File: config.mk
export PLATFORM = sky130hd
export DESIGN_NAME = rail_reset_supervisor
export DESIGN_NICKNAME = d
export VERILOG_FILES = /design/src/rtl/rail_sup_pkg.sv /design/src/rtl/rs_sync.sv /design/src/rtl/rs_pulse_qual.sv /design/src/rtl/rs_release_timer.sv /design/src/rtl/rail_reset_supervisor.sv
export SDC_FILE = /design/constraint.sdc
export NUM_CORES = 1
export LEC_CHECK = 0
export BUFFER_PORTS_ARGS = -buffer_cell sky130_fd_sc_hd__buf_2
export CORE_MARGIN = 10
export CORE_UTILIZATION = 35
export CTS_CLUSTER_DIAMETER = 120
export DETAILED_ROUTE_END_ITERATION = 12
export PLACE_DENSITY = 0.61
export SYNTH_ARGS = -nofsm -noshare
export SYNTH_HDL_FRONTEND = slang
export SYNTH_SLANG_ARGS = --single-unit
File: constraint.sdc
create_clock -name clk -period 2.15 [get_ports clk]
set_input_delay 0.1075 -clock clk [delete_from_list [all_inputs] [get_ports clk]]
set_output_delay 0.1075 -clock clk [all_outputs]
set_load 0.02 [all_outputs]
File: src/rtl/rail_sup_pkg.sv
package rail_sup_pkg;

  // Convert a duration in nanoseconds to clock cycles, rounded up, minimum 1.
  function automatic int unsigned ns_to_cycles(longint unsigned hz, longint unsigned ns);
    longint unsigned c;
    c = (hz * ns + 64'd999_999_999) / 64'd1_000_000_000;
    if (c == 0) c = 1;
    return int'(c);
  endfunction

  // Width needed for a counter that runs from 0 to n-1 (minimum 1 bit).
  function automatic int unsigned cnt_width(int unsigned n);
    return (n > 1) ? $clog2(n) : 1;
  endfunction

endpackage

File: src/rtl/rs_sync.sv
module rs_sync #(
  parameter int unsigned     W       = 4,
  parameter logic [W-1:0]    RST_VAL = '1
) (
  input  logic         clk,
  input  logic         rst,
  input  logic [W-1:0] d_i,
  output logic [W-1:0] q_o
);
  logic [W-1:0] meta_q;

  always_ff @(posedge clk) begin
    if (rst) begin
      meta_q <= RST_VAL;
      q_o    <= RST_VAL;
    end else begin
      meta_q <= d_i;
      q_o    <= meta_q;
    end
  end
endmodule

File: src/rtl/rs_pulse_qual.sv
module rs_pulse_qual #(
  parameter int unsigned MIN_CYC = 4
) (
  input  logic clk,
  input  logic rst,
  input  logic ok_i,
  output logic flt_o
);
  import rail_sup_pkg::*;
  localparam int unsigned   CW   = cnt_width(MIN_CYC);
  localparam logic [CW-1:0] LAST = CW'(MIN_CYC - 1);

  logic [CW-1:0] run_q;

  // The fault is flagged once ok_i has been sampled low on MIN_CYC consecutive edges.
  // It is dropped on the first high sample.
  always_ff @(posedge clk) begin
    if (rst) begin
      run_q <= '0;
      flt_o <= 1'b0;
    end else if (ok_i) begin
      run_q <= '0;
      flt_o <= 1'b0;
    end else if (run_q == LAST) begin
      flt_o <= 1'b1;
    end else begin
      run_q <= run_q + 1'b1;
    end
  end
endmodule

File: src/rtl/rs_release_timer.sv
module rs_release_timer #(
  parameter int unsigned DELAY_CYC = 16
) (
  input  logic clk,
  input  logic rst,
  input  logic fault_i,
  output logic rst_o,
  output logic rst_n_o
);
  import rail_sup_pkg::*;
  localparam int unsigned   CW   = cnt_width(DELAY_CYC);
  localparam logic [CW-1:0] LAST = CW'(DELAY_CYC - 1);

  logic [CW-1:0] hold_q;

  always_ff @(posedge clk) begin
    if (rst) begin
      hold_q  <= '0;
      rst_o   <= 1'b1;
      rst_n_o <= 1'b0;
    end else if (fault_i) begin
      hold_q  <= '0;
      rst_o   <= 1'b1;
      rst_n_o <= 1'b0;
    end else if (rst_o) begin
      if (hold_q == LAST) begin
        rst_o   <= 1'b0;
        rst_n_o <= 1'b1;
      end else begin
        hold_q <= hold_q + 1'b1;
      end
    end
  end
endmodule

File: src/rtl/rail_reset_supervisor.sv
module rail_reset_supervisor #(
  parameter int unsigned NUM_RAILS    = 3,
  parameter int unsigned CLK_HZ       = 50_000_000,
  parameter int unsigned DELAY_US     = 200_000,
  parameter int unsigned SENSE_MIN_NS = 6_000,
  parameter int unsigned MR_MIN_NS    = 100
) (
  input  logic                 clk,
  input  logic                 rst,
  input  logic [NUM_RAILS-1:0] rail_ok_i,
  input  logic                 man_rst_n_i,
  output logic                 sys_rst_n_o,
  output logic                 sys_rst_o
);
  import rail_sup_pkg::*;

  localparam int unsigned NCH       = NUM_RAILS + 1;
  localparam int unsigned SENSE_CYC = ns_to_cycles(CLK_HZ, SENSE_MIN_NS);
  localparam int unsigned MR_CYC    = ns_to_cycles(CLK_HZ, MR_MIN_NS);
  localparam int unsigned DELAY_CYC = ns_to_cycles(CLK_HZ, longint'(DELAY_US) * 1000);

  // Bit NUM_RAILS of each vector is the manual reset; the lower bits are the rails.
  // Every bit is low when its channel reports a fault.
  logic [NCH-1:0] sync_ok;
  logic [NCH-1:0] qual_flt;

  rs_sync #(
    .W       (NCH),
    .RST_VAL ({NCH{1'b1}})
  ) u_sync (
    .clk (clk),
    .rst (rst),
    .d_i ({man_rst_n_i, rail_ok_i}),
    .q_o (sync_ok)
  );

  for (genvar g = 0; g < NCH; g++) begin : g_qual
    localparam int unsigned MIN_C = (g == NUM_RAILS) ? MR_CYC : SENSE_CYC;
    rs_pulse_qual #(
      .MIN_CYC (MIN_C)
    ) u_qual (
      .clk   (clk),
      .rst   (rst),
      .ok_i  (sync_ok[g]),
      .flt_o (qual_flt[g])
    );
  end

  rs_release_timer #(
    .DELAY_CYC (DELAY_CYC)
  ) u_timer (
    .clk     (clk),
    .rst     (rst),
    .fault_i (|qual_flt),
    .rst_o   (sys_rst_o),
    .rst_n_o (sys_rst_n_o)
  );
endmodule

* Word level (Yosys, flattened, before mapping) *
Cells that the tools add are included.

storage, ports and cells
  bits in registers = 68
  logic and storage cells = 33
  output and inout bits = 2
  input port bits = 6

operators by class
  reduce and logical (&&, ||, !) cells = 7
  multiplexer cells = 2
  add/subtract/negate cells = 5
  eq/ne operators = 5
  bitwise logic cells = 1

operators with widths
  kind                                                             number
  9-bit by 1-bit adder with 9-bit output, second input constant    3
  9-bit equality test, second input constant                       3
  24-bit by 1-bit adder with 24-bit output, second input constant  1
  24-bit equality test, second input constant                      1
  2-bit OR reduction                                               4
  5-bit OR reduction                                               1
  2-bit AND reduction                                              2
  3-bit by 1-bit adder with 3-bit output, second input constant    1
  3-bit equality test, second input constant                       1
  1-bit two-way mux                                                2
  1-bit inverter                                                   1

* Depth between registers and ports, before layout *
Gate-level depths: netlist of run 1.

  word-level depth = 3
  mapped depth = 7
  gate-level depth less buffers = 6

* Hierarchy *
A second synthesis of run 1 with hierarchy kept.

second synthesis, totals
  cell total of the unflattened synthesis = 337
  area, all modules = 3145.5 um^2

by module, submodules not included
  module                                cells an instance  times used  area an instance (um^2)
  rs_pulse_qual (g_qual[0].u_qual ...)  49                 3           460.4
  rs_release_timer                      154                1           1355.0
  rs_sync                               16                 1           210.2
  rs_pulse_qual (g_qual[3].u_qual)      19                 1           191.4
  rail_reset_supervisor                 1                  1           7.5

* Worst setup path after synthesis of run 1 *
No wires, ideal clock.

  path type = reg-to-reg
  start = reg u_timer.hold_q[11]
  end = reg u_timer.hold_q[10]
  data required time = 2.022 ns
  buffers on the path = 1
  path slack = 0.245 ns
  clock period less this slack = 1.905 ns
  cell stages (with the launch flop) = 7
  arrival time = 1.777 ns
  cell sequence = dfxtp_1 -> or4_1 -> or4_1 -> buf_6 -> o2111ai_1 -> xor2_1 -> nor2_1

on the way
  longest elaborated chain between the ends = 3

ends and longest elaborated chain
  element                               line                    source
  start, declared                       rs_release_timer.sv:14  logic [CW-1:0] hold_q;
  start signal, assigned                rs_release_timer.sv:30  hold_q <= hold_q + 1'b1;
  24-bit equality test                  rs_release_timer.sv:26  if (hold_q == LAST) begin
  1-bit inverter (no source line)       n/a
  2-bit AND reduction (no source line)  n/a

Every way passes these cells.
A chain may end at the register's enable or synchronous reset.

* Worst setup path after layout of run 1 *
  start = reg u_timer.hold_q[11]
  end = reg u_timer.hold_q[0]

The elaborated chain is that of the path after synthesis.

==> results.md, run 1 <==
* Die Ht at 111 µm
* Max Fclk at 509 MHz
* Internal power at 1.77 mW
* Sequential power share at 0.573
* Clk_skew at 0.00881 ns
* Detail Placement HPWL at 3390 µm
* Cts bufs inserted at 9
* Placeable Area at 7850 µm²
* R2R cell count at 5
* Hold Path Class: in -> reg
* Post-synth EDFFs at 0
* Max cap viols at 0
* Clock Path Buffers at 2
* GRT Util Overall at 0.0842
* Crit-path cells: or4_1 -> or4_4 -> o21ai_4 -> xor2_1 -> nor2_1
* IO Count at 8
* Clock share of power at 0.403
* Via count at 2196
* Post-synthesis sequential area ratio at 0.474
* Post-Route WL at 4950 µm
* Commonest non-fill, non-tap cells in the layout: dfxtp_1 (68), nor2_1 (54), xor2_1 (26)
* Root Buffer: clkbuf_8
* Post-detailed-route DRC marker count at 0
* Die ar. at 12200 µm²
* Slew Limit Fails at 0
* Avg Cell Area, Syn at 9.03 µm²
* FF+latch count, synth at 68
* Unrepaired setup endpoints after global routing: false
* Final period demand of the worst path at 1.96 ns
* Drt pass-1 iters at 4
* H-tree levels at 3
* Layout Area Growth over Synthesis at 14.2%
* Data required, critical path at 2.37 ns
* Iter 0 DRT Violations at 71
* Vias in the first global route at 2098
* Final Cycle Share at 0.913
* Asr flop ratio synth at 0
* Avg Vias per Cell at 4.90
* Reg2reg start: u_timer.hold_q[11]
* Worst-path clk slew at 0.07 ns
* Initial core utilization at 0.366
* Pwr Total at 2.24 mW
* TritonCTS clock tree: yes
* Max VDD drop at 0.419 mV
* Number of stages on the worst setup path at 5
* Util after Layout at 0.418
* Slowest cell delay on critical path at 0.53 ns
* CP max FO at 9
* Initial antenna violation count at 0
* Setup violations, final at 0
* FF-to-FF setup slack at 0.19 ns
* Commonest non-fill, non-tap cell in the layout: dfxtp_1
* Worst path arrival time at 2.18 ns
* Post-Syn Area at 2870 µm²
* Input/output buffers at 7
* Die width at 111 µm
* Worst Setup SP: u_timer.hold_q[11]
* Gpl congestion at 0.826
* WL/cell at 11.0 µm
* Yosys synthesis warning count at 0
* Clk Latency, worst-skew pair at 0.33 ns
* Setup CP Type: reg -> reg
* Rows at 32
* CP startpoint kind: flip-flop
* Syn_nets at 330
* Post-DRT Antenna Nets at 0
* Top FF cell, synth: dfxtp_1
* N_diodes at 0
* Clock sink count at 68
* Slew margin rel. at 0.668
* TNS Setup at 0 ns
* Crit end category: flip-flop
* Filler instances at 810
* Static leakage at 1.16 nW
* GRT overflow at 0
* CP max-delay cell: or4_1
* Status: completed
* Fin. Hold Viols at 0
* Psw at 0.465 mW
* FF-to-FF End: u_timer.hold_q[0]
* Synth Instances at 318
* Actual slew at the worst max-slew pin at 0.491 ns
* Combinational share of power at 0.023
* Net Sw Frac at 0.208
* First-pass GRT wire length at 8930 µm
* Largest net degree at the start of global routing at 24
* Netlist cell types at 33
* Share of post-route cells with drive strength above 1 at 0.136
* Critical Path End: u_timer.hold_q[0]
* Final #Nets at 354
* Buf+Inv Stages, Crit Path at 0
* PwrDens at 681 nW/µm²
* CP delay by family, top: simple AND/OR/NAND/NOR gates
[worst min path at each step]
stage,to,cells after the start,startpoint,slack [ns]
after floorplan,u_sync.meta_q[0],1,rail_ok_i[0],0.21
after global placement,u_sync.meta_q[1],2,rail_ok_i[1],0.29
after detailed placement,u_sync.meta_q[2],2,rail_ok_i[2],0.29
after CTS,g_qual[3].u_qual.run_q[0],2,rst,0.12
after global routing,g_qual[3].u_qual.flt_o,2,rst,0.16
final,g_qual[3].u_qual.run_q[0],2,rst,0.12
[area by class of cell]
type | instances | area [µm²] | share of cell area
multi-input cells | 235 | 1450 | 0.442
flip-flops and latches | 68 | 1360 | 0.415
clock buffers | 13 | 159 | 0.0484
repair buffers | 20 | 143 | 0.0435
well taps | 102 | 128 | 0.0389
inverters | 8 | 30.0 | 0.00915
clock inverters | 2 | 10.0 | 0.00305
[repair_timing]
item | 4_1_cts | 5_1_grt
setup buffers | 0 | 0
gates resized for setup | 0 | 1
endpoints found under the hold margin | 4 | 0
endpoints found under the setup margin | 0 | 9
hold buffers | 4 | 0
[worst register-to-register path, stage by stage, from the launching register on]
cell and delay (ns):
dfxtp_1 0.34, or4_1 0.53, or4_4 0.52, o21ai_4 0.25
xor2_1 0.17, nor2_1 0.05
[through the flow]
stage / hold slack [ns] / setup WS (ns) / std cells / cell area, µm²
floorplan: 0.211 / 0.245 / 318 / 2870
detailed placement: 0.293 / 0.0449 / 429 / 3070
global placement: 0.290 / 0.0744 / 429 / 3070
global route: 0.156 / 0.0438 / 448 / 3280
finish: 0.120 / 0.186 / 448 / 3280
CTS: 0.116 / 0.0398 / 448 / 3280
[Yosys cell counts, drive strengths merged (6+ instances only)]
library cell  count  area (µm²)
nand2            17        63.8
ha                6        75.1
inv               8        30.0
and3             10        62.6
nor3             11        55.1
dfxtp            68        1360
or2              11        68.8
o21ai             7        46.3
xor2             26         228
nand3            25         125
clkbuf            6        22.5
nor2             54         203
xnor2            13         114
a21oi            10        50.1
nand4             9        56.3
[kinds of logic after synthesis]
group                    count (synthesis)  synth area share
buffers and inverters                   15            0.0222
AO/OA/AOI/OAI                           25            0.0575
XOR/XNOR                                39             0.119
multiplexers                             6            0.0226
flip-flops                              68             0.474
adder cells (fa/ha/maj)                  6            0.0261
AND/OR/NAND/NOR                        159             0.279
[metal layers]
metal,global-route usage,up-vias,routed length [µm]
li1,-,1142,-
met5,0,-,0
met4,0.0432,0,96
met3,0.0303,10,194
met2,0.134,26,2230
met1,0.0968,1018,2420
[sequential cells by signal, summed over array words and instances (netlist names)]
register and count:
g_qual.u_qual.flt_o 4, u_sync.meta_q 4, u_timer.hold_q 24, u_timer.rst_n_o 1, u_sync.q_o 4, u_timer.rst_o 1
g_qual.u_qual.run_q 30
[power groups by stage]
stage / combinational, mW / clock [mW] / sequential [mW]
after floorplan: 0.0321 / 0 / 1.31
after global placement: 0.0463 / 0 / 1.31
after detailed placement: 0.0476 / 0 / 1.31
after CTS: 0.0533 / 0.943 / 1.28
after global routing: 0.0598 / 0.996 / 1.28
final: 0.0522 / 0.902 / 1.28
(Power assumes the default switching activity.)
==> inputs of run 2 (changes only) <==
- SKIP_CTS_REPAIR_TIMING: unset -> 1
- SYNTH_HIERARCHICAL: unset -> 1
==> results.md, run 2 <==
* TritonCTS clock tree: yes (unchanged)
* Setup violations, final at 0 (unchanged)
* TNS Setup at 0 ns (unchanged)
* Final period demand of the worst path at 2.06 ns (was 1.96 ns)
* Clock sink count at 68 (unchanged)
* Clk_skew at 0.00772 ns (was 0.00881 ns)
* Worst Setup SP: u_timer/hold_q[17] (was u_timer.hold_q[11])
* Post-Route WL at 5770 µm (was 4950 µm)
* Post-synth EDFFs at 0 (unchanged)
* Clk Latency, worst-skew pair at 0.34 ns (was 0.33 ns)
* Avg Vias per Cell at 5.19 (was 4.90)
* Slew margin rel. at 0.612 (was 0.668)
* Detail Placement HPWL at 4000 µm (was 3390 µm)
* Hold Path Class: in -> reg (unchanged)
* Unrepaired setup endpoints after global routing: false (unchanged)
* CP max FO at 7 (was 9)
* Cts bufs inserted at 9 (unchanged)
* Worst-path clk slew at 0.07 ns (about the same)
* Synth top area share at 0.433 (was 0.474)
* Die ar. at 13200 µm² (was 12200 µm²)
* DR top layer: met4 (unchanged)
* Largest Register: g_qual.u_qual/run_q (was g_qual.u_qual.run_q)
* Most common cell in the synthesized netlist: dfxtp_1 (unchanged)
* PwrDens at 694 nW/µm² (was 681 nW/µm²)
* IO Count at 8 (unchanged)
* Gpl congestion at 0.791 (was 0.826)
* Avg Cell Area, Syn at 9.33 µm² (was 9.03 µm²)
* Drt pass-1 iters at 4 (unchanged)
* CP delay by family, top: simple AND/OR/NAND/NOR gates (unchanged)
* First-pass GRT wire length at 9870 µm (was 8930 µm)
* Initial antenna violation count at 0 (unchanged)
* Iter 0 DRT Violations at 68 (was 71)
* Clock Path Buffers at 2 (unchanged)
* Synth Instances at 337 (was 318)
* Commonest non-fill, non-tap cell in the layout: dfxtp_1 (unchanged)
* Top post-synthesis cells by count: dfxtp_1 (68), nor2_1 (30), nand2_1 (29) (was dfxtp_1 (68), nor2_1 (54), xor2_1 (26))
* Met2 WL post-DR at 2720 µm (was 2230 µm)
* Slowest cell delay on critical path at 0.55 ns (was 0.53 ns)
* Max VDD drop at 0.498 mV (was 0.419 mV)
* Largest net degree at the start of global routing at 24 (unchanged)
* Yosys synthesis warning count at 6 (was 0)
* N_diodes at 0 (unchanged)
* Top cells by area, synth: dfxtp_1 (43%), nor2_1 (3.6%), nand2_1 (3.5%), or3_1 (3.2%), xnor2_1 (3.1%) (was dfxtp_1 (47%), xor2_1 (7.9%), nor2_1 (7.1%), nand3_1 (4.4%), xnor2_1 (4.0%))
* Reg2reg start: u_timer/hold_q[17] (was u_timer.hold_q[11])
* Max cap viols at 0 (unchanged)
* Post-synthesis sequential area ratio at 0.433 (was 0.474)
* Netlist cell types at 51 (was 33)
* GRT Util Overall at 0.0900 (was 0.0842)
* Worst path arrival time at 2.29 ns (was 2.18 ns)
* Combinational share of power at 0.023 (about the same)
* Post-detailed-route DRC marker count at 0 (unchanged)
* Asr flop ratio synth at 0 (unchanged)
* Crit-path cells: or4_4 -> nor4_4 -> a21oi_2 -> nand4_1 -> mux2_2 (was or4_1 -> or4_4 -> o21ai_4 -> xor2_1 -> nor2_1)
* Post-Syn Area at 3150 µm² (was 2870 µm²)
* Static leakage at 1.09 nW (was 1.16 nW)
* Status: completed (unchanged)
* CP max-delay cell: or4_4 (was or4_1)
* M1 wire length at 2810 µm (was 2420 µm)
* Crit end category: flip-flop (unchanged)
* Vias in the first global route at 2260 (was 2098)
* FF-to-FF setup slack at 0.09 ns (was 0.19 ns)
* Post-DRT Antenna Nets at 0 (unchanged)
* Via count at 2412 (was 2196)
* Setup CP Type: reg -> reg (unchanged)
* GRT overflow at 0 (unchanged)
* Final #Nets at 365 (was 354)
* Buf+Inv Stages, Crit Path at 0 (unchanged)
* Initial core utilization at 0.361 (was 0.366)
* Post-synth top area cell: dfxtp_1 (unchanged)
* Pwr Total at 2.45 mW (was 2.24 mW)
* CP startpoint kind: flip-flop (unchanged)
* Layout Area Growth over Synthesis at 12.2% (was 14.2%)
* Top FF cell, synth: dfxtp_1 (unchanged)
* Psw at 0.510 mW (was 0.465 mW)
* Filler instances at 838 (was 810)
* Share of post-route cells with drive strength above 1 at 0.174 (was 0.136)
* Slew Limit Fails at 0 (unchanged)
* WL/cell at 12.4 µm (was 11.0 µm)
* Syn_nets at 349 (was 330)
* Placeable Area at 8720 µm² (was 7850 µm²)
* Commonest non-fill, non-tap cells in the layout: dfxtp_1 (68), nor2_1 (30), nand2_1 (29) (was dfxtp_1 (68), nor2_1 (54), xor2_1 (26))
* Hold Startpoint: rst (unchanged)
* Clock share of power at 0.453 (was 0.403)
* FF+latch count, synth at 68 (unchanged)
* Actual slew at the worst max-slew pin at 0.568 ns (was 0.491 ns)
* Net Sw Frac at 0.208 (about the same)
* Data required, critical path at 2.38 ns (was 2.37 ns)
* Sequential power share at 0.525 (was 0.573)
* Wire length on met3 at 192 µm (was 194 µm)
* H-tree levels at 3 (unchanged)
* Max Fclk at 486 MHz (was 509 MHz)
* Top flop regs: g_qual.u_qual/run_q x30, u_timer/hold_q x24 (was g_qual.u_qual.run_q x30, u_timer.hold_q x24)
* Rows at 34 (was 32)
* Root Buffer: clkbuf_8 (unchanged)
* Die width at 115 µm (was 111 µm)
* Internal power at 1.94 mW (was 1.77 mW)
* Input/output buffers at 7 (unchanged)
* Max reg flops at 30 (unchanged)
* Die Ht at 115 µm (was 111 µm)
* Fin. Hold Viols at 0 (unchanged)
* Final Cycle Share at 0.958 (was 0.913)
[run 2: changes by cell type in the layout (fill, tap and decap cells not counted), sizes merged, moves of 6 or more]
cell   change
nand2     +12
xor2      -16
and3       -8
o21ai      +8
nand4      +6
a21oi     +11
nor2      -24
o21a       +7
buf        -7
or3       +17
[run 2: per-stage QoR]
stage          worst slack (ns)  area (µm²)  instances  hold WS [ns]   util
6_report                 0.0908        3530        465         0.185  0.405
4_1_cts                  0.0888        3490        461       -0.0822  0.400
3_5_place_dp             0.0943        3280        446         0.289  0.377
5_1_grt                 0.00181        3530        465         0.224  0.405
2_1_floorplan             0.177        3150        337         0.180      -
3_3_place_gp              0.134        3280        446         0.287  0.377
[run 2: worst reg2reg max path, stage by stage (launching register included)]
cell     delay, ns
dfxtp_1       0.34
or4_4         0.55
nor4_4        0.50
a21oi_2       0.11
nand4_1       0.12
mux2_2        0.33
[run 2: kinds of logic (layout without fill, tap and decap cells)]
group,after synthesis,in the layout,share of synthesized area
compound gates,57,57,0.126
mux,7,7,0.0227
xor+xnor,21,21,0.0609
buf+inv,14,34,0.0219
fa+ha+maj,6,6,0.0239
flops,68,68,0.433
simple gates,164,164,0.311
[run 2: area by class of cell]
cell class | instances | area (µm²) | share of cell area
repair buffers | 13 | 90.1 | 0.0255
well taps | 108 | 135 | 0.0383
flip-flops and latches | 68 | 1360 | 0.386
clock inverters | 5 | 77.6 | 0.0220
clock buffers | 10 | 128 | 0.0362
inverters | 6 | 22.5 | 0.00638
multi-input cells | 255 | 1720 | 0.486
[run 2: final timing paths]
check	cells past startpoint	end
hold reg to reg	1	u_sync/q_o[2]
setup reg to reg	5	u_timer/hold_q[14]
hold / removal	2	g_qual[3].u_qual/run_q[1]
setup / recovery	5	u_timer/hold_q[14]
[run 2: layer usage]
| metal | vias to the layer above | track usage |
|---|---|---|
| met5 | - | 0 |
| met4 | 0 | 0.0305 |
| met3 | 6 | 0.0354 |
| met2 | 23 | 0.145 |
| met1 | 1136 | 0.107 |
| li1 | 1247 | - |
[run 2: power by group through the flow]
stage	combinational [mW]	clock [mW]	sequential [mW]
after global placement	0.0485	0	1.31
final	0.0553	1.11	1.28
after floorplan	0.0346	0	1.31
after detailed placement	0.0505	0	1.31
after global routing	0.0625	1.19	1.29
after CTS	0.0509	1.16	1.28
